--- config.mk ---
export PLATFORM = sky130hd
export DESIGN_NAME = xbus_ctrl
export DESIGN_NICKNAME = d
export VERILOG_FILES = /design/src/rtl/xbus_pkg.sv /design/src/rtl/xbus_seq.sv /design/src/rtl/xbus_dp.sv /design/src/rtl/xbus_pins.sv /design/src/rtl/xbus_ctrl.sv
export SDC_FILE = /design/constraint.sdc
export NUM_CORES = 1
export LEC_CHECK = 0
export ABC_CLOCK_PERIOD_IN_PS = 2700
export CORE_UTILIZATION = 23
export CTS_CLUSTER_DIAMETER = 50
export DETAILED_ROUTE_END_ITERATION = 7
export SETUP_SLACK_MARGIN = 0.3
export SKIP_CTS_REPAIR_TIMING = 1
export SYNTH_ARGS = -nofsm -noshare
export SYNTH_HDL_FRONTEND = slang
export SYNTH_HIERARCHICAL = 1
export SYNTH_SLANG_ARGS = --single-unit
--- constraint.sdc ---
create_clock -name clk -period 2.7 [get_ports clk]
set_input_delay 0.54 -clock clk [delete_from_list [all_inputs] [get_ports clk]]
set_output_delay 0.54 -clock clk [all_outputs]
set_load 0.05 [all_outputs]
--- src/rtl/xbus_pkg.sv ---
package xbus_pkg;
   typedef enum logic [2:0] {
      S_IDLE = 3'd0,
      S_T1   = 3'd1,
      S_T2   = 3'd2,
      S_TX   = 3'd3,
      S_TW   = 3'd4,
      S_T3   = 3'd5
   } bstate_e;
endpackage

--- src/rtl/xbus_seq.sv ---
module xbus_seq
   import xbus_pkg::*;
#(
   parameter int EXT_STATES = 2
) (
   input  logic    clk,
   input  logic    rst_n,
   input  logic    req,
   input  logic    ext,
   input  logic    wait_n,
   output bstate_e st,
   output logic    ph,
   output logic    accept,
   output logic    cap,
   output logic    done
);
   localparam int CW = (EXT_STATES > 1) ? $clog2(EXT_STATES) : 1;

   if (EXT_STATES < 0 || EXT_STATES > 15) begin : g_bad_ext
      $error("xbus_seq: EXT_STATES must lie in 0..15");
   end

   bstate_e st_q, st_d;
   logic    ph_q, ph_d;
   logic    ext_on;
   logic    last_x;

   if (EXT_STATES > 0) begin : g_ext
      logic          ext_q;
      logic [CW-1:0] cnt_q;
      always_ff @(posedge clk or negedge rst_n) begin
         if (!rst_n) begin
            ext_q <= 1'b0;
            cnt_q <= '0;
         end else begin
            if (accept) ext_q <= ext;
            if (st_q != S_TX)  cnt_q <= '0;
            else if (ph_q)     cnt_q <= cnt_q + 1'b1;
         end
      end
      assign ext_on = ext_q;
      assign last_x = (cnt_q == CW'(EXT_STATES - 1));
   end else begin : g_noext
      assign ext_on = 1'b0;
      assign last_x = 1'b1;
   end

   always_comb begin
      st_d = st_q;
      ph_d = (st_q == S_IDLE) ? 1'b0 : ~ph_q;
      unique case (st_q)
         S_IDLE: if (req) st_d = S_T1;
         S_T1:   if (ph_q) st_d = S_T2;
         S_T2:   if (ph_q) st_d = ext_on ? S_TX : (wait_n ? S_T3 : S_TW);
         S_TX:   if (ph_q && last_x) st_d = wait_n ? S_T3 : S_TW;
         S_TW:   if (ph_q && wait_n) st_d = S_T3;
         S_T3:   if (ph_q) st_d = S_IDLE;
         default: st_d = S_IDLE;
      endcase
   end

   always_ff @(posedge clk or negedge rst_n) begin
      if (!rst_n) begin
         st_q <= S_IDLE;
         ph_q <= 1'b0;
      end else begin
         st_q <= st_d;
         ph_q <= ph_d;
      end
   end

   assign accept = (st_q == S_IDLE) && req;
   assign cap    = (st_q != S_T3) && (st_d == S_T3);
   assign done   = (st_q == S_T3) && ph_q;
   assign st     = st_q;
   assign ph     = ph_q;

   // a low wait while idle never starts a cycle
   p_idle_hold_r9: assert property (@(posedge clk) disable iff (!rst_n)
      (st_q == S_IDLE && !req) |=> (st_q == S_IDLE));
   // a low wait sample keeps the bus in a wait state
   p_wait_stretch_r7: assert property (@(posedge clk) disable iff (!rst_n)
      (st_q == S_TW && ph_q && !wait_n) |=> (st_q == S_TW));
   // completion returns to idle
   p_done_idle_r10: assert property (@(posedge clk) disable iff (!rst_n)
      done |=> (st_q == S_IDLE));
endmodule

--- src/rtl/xbus_dp.sv ---
module xbus_dp #(
   parameter int ADDR_W = 16,
   parameter int DATA_W = 8
) (
   input  logic              clk,
   input  logic              rst_n,
   input  logic              accept,
   input  logic              cap,
   input  logic [ADDR_W-1:0] addr_i,
   input  logic              we_i,
   input  logic [DATA_W-1:0] wdata_i,
   input  logic [DATA_W-1:0] ad_i,
   output logic [ADDR_W-1:0] addr_q,
   output logic              we_q,
   output logic [DATA_W-1:0] wdata_q,
   output logic [DATA_W-1:0] rdata_o
);
   always_ff @(posedge clk or negedge rst_n) begin
      if (!rst_n) begin
         addr_q  <= '0;
         we_q    <= 1'b0;
         wdata_q <= '0;
         rdata_o <= '0;
      end else begin
         if (accept) begin
            addr_q  <= addr_i;
            we_q    <= we_i;
            wdata_q <= wdata_i;
         end
         if (cap && !we_q) rdata_o <= ad_i;
      end
   end

   // read data only changes at the capture point
   p_rdata_hold_r4: assert property (@(posedge clk) disable iff (!rst_n)
      !cap |=> $stable(rdata_o));
endmodule

--- src/rtl/xbus_pins.sv ---
module xbus_pins
   import xbus_pkg::*;
#(
   parameter int ADDR_W = 16,
   parameter int DATA_W = 8
) (
   input  logic                     clk,
   input  logic                     rst_n,
   input  bstate_e                  st,
   input  logic                     ph,
   input  logic [ADDR_W-1:0]        addr_q,
   input  logic                     we_q,
   input  logic [DATA_W-1:0]        wdata_q,
   output logic [DATA_W-1:0]        ad_o,
   output logic                     ad_oe_o,
   output logic [ADDR_W-DATA_W-1:0] a_hi_o,
   output logic                     as_n_o,
   output logic                     ds_n_o,
   output logic                     rw_o
);
   always_comb begin
      as_n_o  = 1'b1;
      ds_n_o  = 1'b1;
      ad_oe_o = 1'b0;
      rw_o    = 1'b1;
      ad_o    = wdata_q;
      unique case (st)
         S_IDLE: ;
         S_T1: begin
            as_n_o  = ph;
            ad_oe_o = 1'b1;
            ad_o    = addr_q[DATA_W-1:0];
            rw_o    = ~we_q;
         end
         S_T2: begin
            ds_n_o  = ~ph;
            ad_oe_o = we_q;
            rw_o    = ~we_q;
         end
         S_TX, S_TW: begin
            ds_n_o  = 1'b0;
            ad_oe_o = we_q;
            rw_o    = ~we_q;
         end
         S_T3: begin
            ad_oe_o = we_q & ~ph;
            rw_o    = ~we_q;
         end
         default: ;
      endcase
   end
   assign a_hi_o = addr_q[ADDR_W-1:DATA_W];

   // the two strobes are never low together
   p_strobe_excl_r2: assert property (@(posedge clk) disable iff (!rst_n)
      !as_n_o |-> ds_n_o);
   // the address strobe only falls while the bus is driven
   p_as_driven_r1: assert property (@(posedge clk) disable iff (!rst_n)
      $fell(as_n_o) |-> ad_oe_o);
   // the bus floats while the data strobe is low on a read
   p_read_float_r3: assert property (@(posedge clk) disable iff (!rst_n)
      (!ds_n_o && rw_o) |-> !ad_oe_o);
   // the direction level does not move as the data strobe rises
   p_rw_hold_r5: assert property (@(posedge clk) disable iff (!rst_n)
      $rose(ds_n_o) |-> $stable(rw_o));
endmodule

--- src/rtl/xbus_ctrl.sv ---
module xbus_ctrl
   import xbus_pkg::*;
#(
   parameter int ADDR_W     = 16,
   parameter int DATA_W     = 8,
   parameter int EXT_STATES = 2
) (
   input  logic                     clk,
   input  logic                     rst_n,
   input  logic                     req_i,
   input  logic [ADDR_W-1:0]        addr_i,
   input  logic                     we_i,
   input  logic [DATA_W-1:0]        wdata_i,
   input  logic                     ext_time_i,
   output logic [DATA_W-1:0]        rdata_o,
   output logic                     done_o,
   output logic [DATA_W-1:0]        ad_o,
   input  logic [DATA_W-1:0]        ad_i,
   output logic                     ad_oe_o,
   output logic [ADDR_W-DATA_W-1:0] a_hi_o,
   output logic                     as_n_o,
   output logic                     ds_n_o,
   output logic                     rw_o,
   input  logic                     wait_n_i
);
   if (ADDR_W <= DATA_W || DATA_W < 1) begin : g_bad_w
      $error("xbus_ctrl: ADDR_W must exceed DATA_W");
   end

   bstate_e           st;
   logic              ph, accept, cap;
   logic [ADDR_W-1:0] addr_q;
   logic              we_q;
   logic [DATA_W-1:0] wdata_q;

   xbus_seq #(.EXT_STATES(EXT_STATES)) u_seq (
      .clk(clk), .rst_n(rst_n), .req(req_i), .ext(ext_time_i),
      .wait_n(wait_n_i), .st(st), .ph(ph), .accept(accept),
      .cap(cap), .done(done_o)
   );

   xbus_dp #(.ADDR_W(ADDR_W), .DATA_W(DATA_W)) u_dp (
      .clk(clk), .rst_n(rst_n), .accept(accept), .cap(cap),
      .addr_i(addr_i), .we_i(we_i), .wdata_i(wdata_i), .ad_i(ad_i),
      .addr_q(addr_q), .we_q(we_q), .wdata_q(wdata_q), .rdata_o(rdata_o)
   );

   xbus_pins #(.ADDR_W(ADDR_W), .DATA_W(DATA_W)) u_pins (
      .clk(clk), .rst_n(rst_n), .st(st), .ph(ph), .addr_q(addr_q),
      .we_q(we_q), .wdata_q(wdata_q), .ad_o(ad_o), .ad_oe_o(ad_oe_o),
      .a_hi_o(a_hi_o), .as_n_o(as_n_o), .ds_n_o(ds_n_o), .rw_o(rw_o)
   );

   // no address strobe right after completion
   p_done_quiet_r10: assert property (@(posedge clk) disable iff (!rst_n)
      done_o |=> as_n_o);
   // the completion clock has the data strobe high
   p_done_ds_r6: assert property (@(posedge clk) disable iff (!rst_n)
      done_o |-> ds_n_o);
endmodule

==> key figures, run 1 <==
Min path
  – Hold Path Class: in -> async

Setup path
  – R2R depth: 7
  – Crit path kind: reg -> out
  – CP Cell Sequence: nor3b_4 -> buf_6 -> mux2_4 -> buf_12
  – Critical R2R Capture: u_dp/rdata_o[3]$_DFFE_PN0P_
  – CP max stage delay: 0.51 ns
  – FF-to-FF setup slack: 0.54 ns
  – CP endpoint kind: output pin
  – Worst endpoint data arrival time: 1.73 ns
  – Buffers & Inverters on Critical Path: 2
  – Worst EP required: 2.16 ns
  – Crit path max-delay family: flip-flops
  – Max FO, Critical Path: 15
  – Slowest-stage cell, CP: dfrtp_2
  – RR Startpoint: u_seq/st[0]$_DFF_PN0_
  – CP Launch Type: register

Drt
  – Initial DRC Count: 27
  – Antenna-violating nets left: 0
  – Via/cell ratio: 4.122
  – Via count: 1286
  – Initial DRT Pass Iterations: 4
  – Routed len/inst: 12.95 microns
  – DRC Markers: 0
  – WL final: 4039 microns

STA
  – Sum Neg Setup Slack: 0 ns
  – Setup Skew: 0.004343 ns
  – Relative slew slack: 0.4195
  – RSZ-0062 raised after global routing: false
  – Final worst-path cycle share: 0.8426
  – Final number of hold-violating endpoints: 0
  – Min Tclk post-route: 2.275 ns
  – Pins Over Slew Limit: 0
  – # setup viols final: 0
  – Worst-Margin Slew: 0.8707 ns
  – Fmax: 439.6 MHz

Final layout
  – Area grow syn2layout: 43.16%
  – # diodes: 0
  – Most common cell after layout, fill and taps aside: clkdlybuf4s50_1
  – Fill cell total of the finished layout: 832
  – Layout cell share with drive strength beyond 1: 0.3382
  – Nets: 245
  – Commonest non-fill, non-tap cells in the layout: clkdlybuf4s50_1 (52), mux2_4 (36), dfrtp_1 (36)

Status
  – Outcome: finished clean

Yosys
  – Register bit total from synthesis: 39
  – Cell count after synthesis: 146
  – Synthesis warning total: 6
  – Avg Cell Area, Syn: 13.66 sq um
  – Syn Nets: 184
  – Synth Cell Area: 1994 sq um
  – Sequential element share of the synthesized area: 0.4893
  – Distinct cells, synth: 27

Flow run
  – Max Cap Viol: 0

Place
  – HPWL Detailed: 2846 microns
  – Buffers on Ports: 66
  – Routability cong.: 0.8236

Clocking
  – Clk_lat worst skew: 0.28 ns
  – Clk sink count: 39
  – CTS Buf Count: 5
  – H-Tree Depth: 2
  – CTS tree: built
  – CTS Root Cell: clkbuf_8
  – Clock Path Buffers: 2
  – CTS clock-pin slew for the worst setup and hold paths: 0.07 ns

GRT
  – Largest net degree at the start of global routing: 40
  – First-pass GRT wire length: 6513 microns
  – Total track usage: 0.09502
  – Total congestion overflow: 0
  – Initial antenna violation count: 0
  – Vias in the first global route: 1351

Die
  – Initial core utilization: 0.2403
  – Die area: 9048 sq um
  – IO Count: 67
  – Die W: 95.12 microns
  – Num rows: 33
  – Die H: 95.12 microns
  – Area of the core: 8299 sq um
sequential cells by signal, summed over array words and instances (netlist names):
signal,count
u_seq/ext_on,1
u_dp/we_q,1
u_dp/addr_q,16
u_seq/g_ext.cnt_q,1
u_seq/st,3
u_dp/rdata_o,8
u_dp/wdata_q,8
u_seq/ph,1
worst register-to-register path: cells and delay by family, from the launching register on:
kind / cells / cell delay [ns]
and+or+nand+nor: 3 / 0.69
buffers and inverters: 1 / 0.21
DFF: 1 / 0.50
muxes: 1 / 0.32
AOI/OAI and AO/OA: 2 / 0.34
metal layers:
metal  routed length [microns]  track usage  up-vias
met5                         0            0        -
met2                      1846       0.1536       50
met1                      1873       0.1196      613
li1                          -            -      617
met4                        50      0.03157        0
met3                       268      0.02951        6
cells by family (layout without fill, tap and decap cells):
family | after synthesis | in the layout | share of synthesized area
AO/OA/AOI/OAI | 14 | 14 | 0.04140
flip-flops | 39 | 39 | 0.4893
multiplexers | 42 | 42 | 0.3049
AND/OR/NAND/NOR | 31 | 31 | 0.07717
buffers and inverters | 19 | 80 | 0.08281
XOR/XNOR | 1 | 1 | 0.004392
Yosys cell counts, drive strengths merged:
cell / instances / area share
dfrtp: 39 / 0.49
o22ai: 1 / 0.0031
mux2: 42 / 0.30
or2b: 1 / 0.0044
xnor2: 1 / 0.0044
a21oi: 7 / 0.018
nor3b: 1 / 0.0063
o21ai: 2 / 0.0050
a31oi: 2 / 0.0063
nor2b: 1 / 0.0031
buf: 15 / 0.075
nor2: 8 / 0.015
nand2: 9 / 0.017
nand3: 2 / 0.0050
o32ai: 1 / 0.0044
and2: 1 / 0.0031
nor3: 3 / 0.0075
clkbuf: 1 / 0.0019
a222oi: 1 / 0.0050
nand2b: 4 / 0.013
inv: 3 / 0.0056
or3: 1 / 0.0031
how the worst max path moves through the flow:
stage | start | end | slack [ns] | depth (start not counted)
after global routing | u_seq/st[2]$_DFF_PN0_ | ad_o[4] | 0.32 | 4
after global placement | req_i | u_dp/rdata_o[6]$_DFFE_PN0P_ | 0.30 | 8
after CTS | u_seq/st[0]$_DFF_PN0_ | ds_n_o | 0.11 | 4
final | u_seq/st[2]$_DFF_PN0_ | ad_o[4] | 0.43 | 4
after floorplan | u_seq/st[1]$_DFF_PN0_ | u_dp/rdata_o[0]$_DFFE_PN0P_ | 0.60 | 7
after detailed placement | req_i | u_dp/rdata_o[3]$_DFFE_PN0P_ | 0.29 | 8
layout make-up:
type	count	area (sq um)	area share
multi-input cells	88	860.8	0.3015
repair buffers	70	784.5	0.2748
well taps	105	131.4	0.04601
flip-flops and latches	39	979.7	0.3431
inverters	3	11.26	0.003944
clock inverters	1	5.005	0.001753
clock buffers	6	82.58	0.02892
metrics by stage:
| step | util | setup slack, ns | hold WS (ns) | instance area [sq um] | cells |
|---|---|---|---|---|---|
| 2_1_floorplan | - | 0.5970 | 0.2444 | 1994 | 146 |
| 3_3_place_gp | 0.3309 | 0.2969 | 0.4905 | 2746 | 305 |
| 3_5_place_dp | 0.3309 | 0.2912 | 0.4937 | 2746 | 305 |
| 4_1_cts | 0.3415 | 0.1055 | 0.4111 | 2834 | 312 |
| 5_1_grt | 0.3440 | 0.3224 | 0.4660 | 2855 | 312 |
| 6_report | 0.3440 | 0.4251 | 0.3728 | 2855 | 312 |
Power of run 1 is left out: the tool's default activity adds up to more than one toggle a clock period on the data nets, which glitch-free logic cannot reach.
==> run 2: changes to the inputs <==
--- a/config.mk
+++ b/config.mk
@@ -5,7 +5,7 @@
 export SDC_FILE = /design/constraint.sdc
 export NUM_CORES = 1
 export LEC_CHECK = 0
-export ABC_CLOCK_PERIOD_IN_PS = 2700
+export ABC_CLOCK_PERIOD_IN_PS = 2200
 export CORE_UTILIZATION = 23
 export CTS_CLUSTER_DIAMETER = 50
 export DETAILED_ROUTE_END_ITERATION = 7
==> constraint.sdc (replaced) <==
create_clock -name clk -period 2.2 [get_ports clk]
set_input_delay 0.44 -clock clk [delete_from_list [all_inputs] [get_ports clk]]
set_output_delay 0.44 -clock clk [all_outputs]
set_load 0.05 [all_outputs]
==> key figures, run 2 (same netlist as run 1, synthesis figures left out) <==
STA
  – # setup viols final: 0
  – RSZ-0062 raised after global routing: true
  – Sum Neg Setup Slack: 0 ns
  – Final setup margin: 0.005730 ns
  – Pins Over Slew Limit: 0
  – Worst-Margin Slew: 0.8695 ns
  – Fmax: 455.7 MHz
  – Final number of hold-violating endpoints: 0
  – Final worst-path cycle share: 0.9974
  – Relative slew slack: 0.4204
  – Setup Skew: 0.005349 ns
  – Min Tclk post-route: 2.194 ns

Die
  – IO Count: 67
  – Initial core utilization: 0.2403
  – Num rows: 33
  – Die H: 95.12 microns
  – Die W: 95.12 microns
  – Die area: 9048 sq um
  – Area of the core: 8299 sq um

Place
  – Placed cell areas: 2835 sq um
  – HPWL Detailed: 2935 microns
  – Setup WS pre-CTS: -0.08890 ns
  – Routability cong.: 0.8404
  – Buffers on Ports: 66
  – Dpl cells: 309

Setup path
  – CP endpoint kind: output pin
  – CP Launch Type: register
  – FF-to-FF setup slack: 0.12 ns
  – Max FO, Critical Path: 9
  – Crit path kind: reg -> out
  – Worst EP required: 1.76 ns
  – Worst endpoint data arrival time: 1.75 ns

Clocking
  – CTS tree: built
  – CTS Buf Count: 5
  – Clock Path Buffers: 2
  – CTS Root Cell: clkbuf_8
  – Clk sink count: 39
  – Clk_lat worst skew: 0.28 ns
  – CTS clock-pin slew for the worst setup and hold paths: 0.08 ns
  – H-Tree Depth: 2

GRT
  – Vias in the first global route: 1300
  – Largest net degree at the start of global routing: 40
  – Total congestion overflow: 0
  – Total track usage: 0.09570
  – First-pass GRT wire length: 6479 microns
  – Initial antenna violation count: 0

Final layout
  – Layout cell share with drive strength beyond 1: 0.4286
  – Largest Register: u_dp/addr_q
  – # diodes: 0
  – Final std cells w/o fill: 329
  – Design Area, Final: 3126 sq um
  – Max reg flops: 16
  – Commonest non-fill, non-tap cells in the layout: clkdlybuf4s50_1 (36), mux2_4 (36), dfrtp_1 (35)
  – Biggest regs: u_dp/addr_q (16), u_dp/rdata_o (8), u_dp/wdata_q (8)
  – Area grow syn2layout: 56.71%
  – Nets: 261

Flow run
  – Max Cap Viol: 0

Drt
  – DRC Markers: 0
  – Via/cell ratio: 4.152
  – Routed len/inst: 13.06 microns
  – WL final: 4296 microns
  – Via count: 1366
  – Antenna-violating nets left: 0
  – Initial DRT Pass Iterations: 4
  – Initial DRC Count: 34

Status
  – Outcome: finished clean

Power and ir drop
  – VDD IR max: 0.7611 mV
  – PD cells: 1860 nW/um^2
  – Leak pwr: 1.518 nW

Min path
  – Hold Path Class: in -> async
-- run 2: layout make-up --
class	instances	area [sq um]
fillers	806	5174
clock buffers	6	82.58
repair buffers	86	1007
clock inverters	2	35.03
flip-flops and latches	39	980.9
multi-input cells	88	877.1
well taps	105	131.4
inverters	3	11.26
-- run 2: final timing paths --
path,from,to,cells past startpoint
worst max-delay path,u_seq/st[1]$_DFF_PN0_,ad_o[7],5
worst min-delay path,rst_n,u_seq/st[2]$_DFF_PN0_,1
worst max register to register,u_seq/st[2]$_DFF_PN0_,u_dp/rdata_o[6]$_DFFE_PN0P_,6
worst min register to register,u_dp/addr_q[12]$_DFFE_PN0P_,u_dp/addr_q[12]$_DFFE_PN0P_,1
max in group asynchronous,rst_n,u_seq/st[0]$_DFF_PN0_,1
min in group clk,u_dp/addr_q[12]$_DFFE_PN0P_,u_dp/addr_q[12]$_DFFE_PN0P_,1
-- run 2: power breakdown --
group,leakage (nW),total (mW),switching [mW],internal (mW)
clock,0.0612,0.609,0.243,0.367
combinational,0.993,3.88,1.92,1.96
sequential,0.464,1.33,0.243,1.08
total,1.52,5.81,2.41,3.41
-- run 2: layer usage --
metal	wire length (microns)	vias to the layer above	track usage
li1	-	650	-
met1	1924	669	0.1236
met2	2092	43	0.1482
met3	239	4	0.03190
met4	40	0	0.03409
met5	0	-	0
-- run 2: metrics by stage --
step	hold WS [ns]	util	total power, mW
after global placement	0.4912	0.3416	5.013
after floorplan	0.1444	-	3.829
after detailed placement	0.4966	0.3416	5.056
after global routing	0.3357	0.3766	6.121
after CTS	0.3013	0.3558	5.694
final	0.2713	0.3766	5.813
-- run 2: critical path: stages, from the launching register on --
cell and delay, ns:
dfrtp_2 0.45, buf_6 0.14, nor3b_4 0.23, buf_12 0.18
mux2_4 0.32, buf_12 0.15
Note: power is estimated with default switching activity, not from simulation.
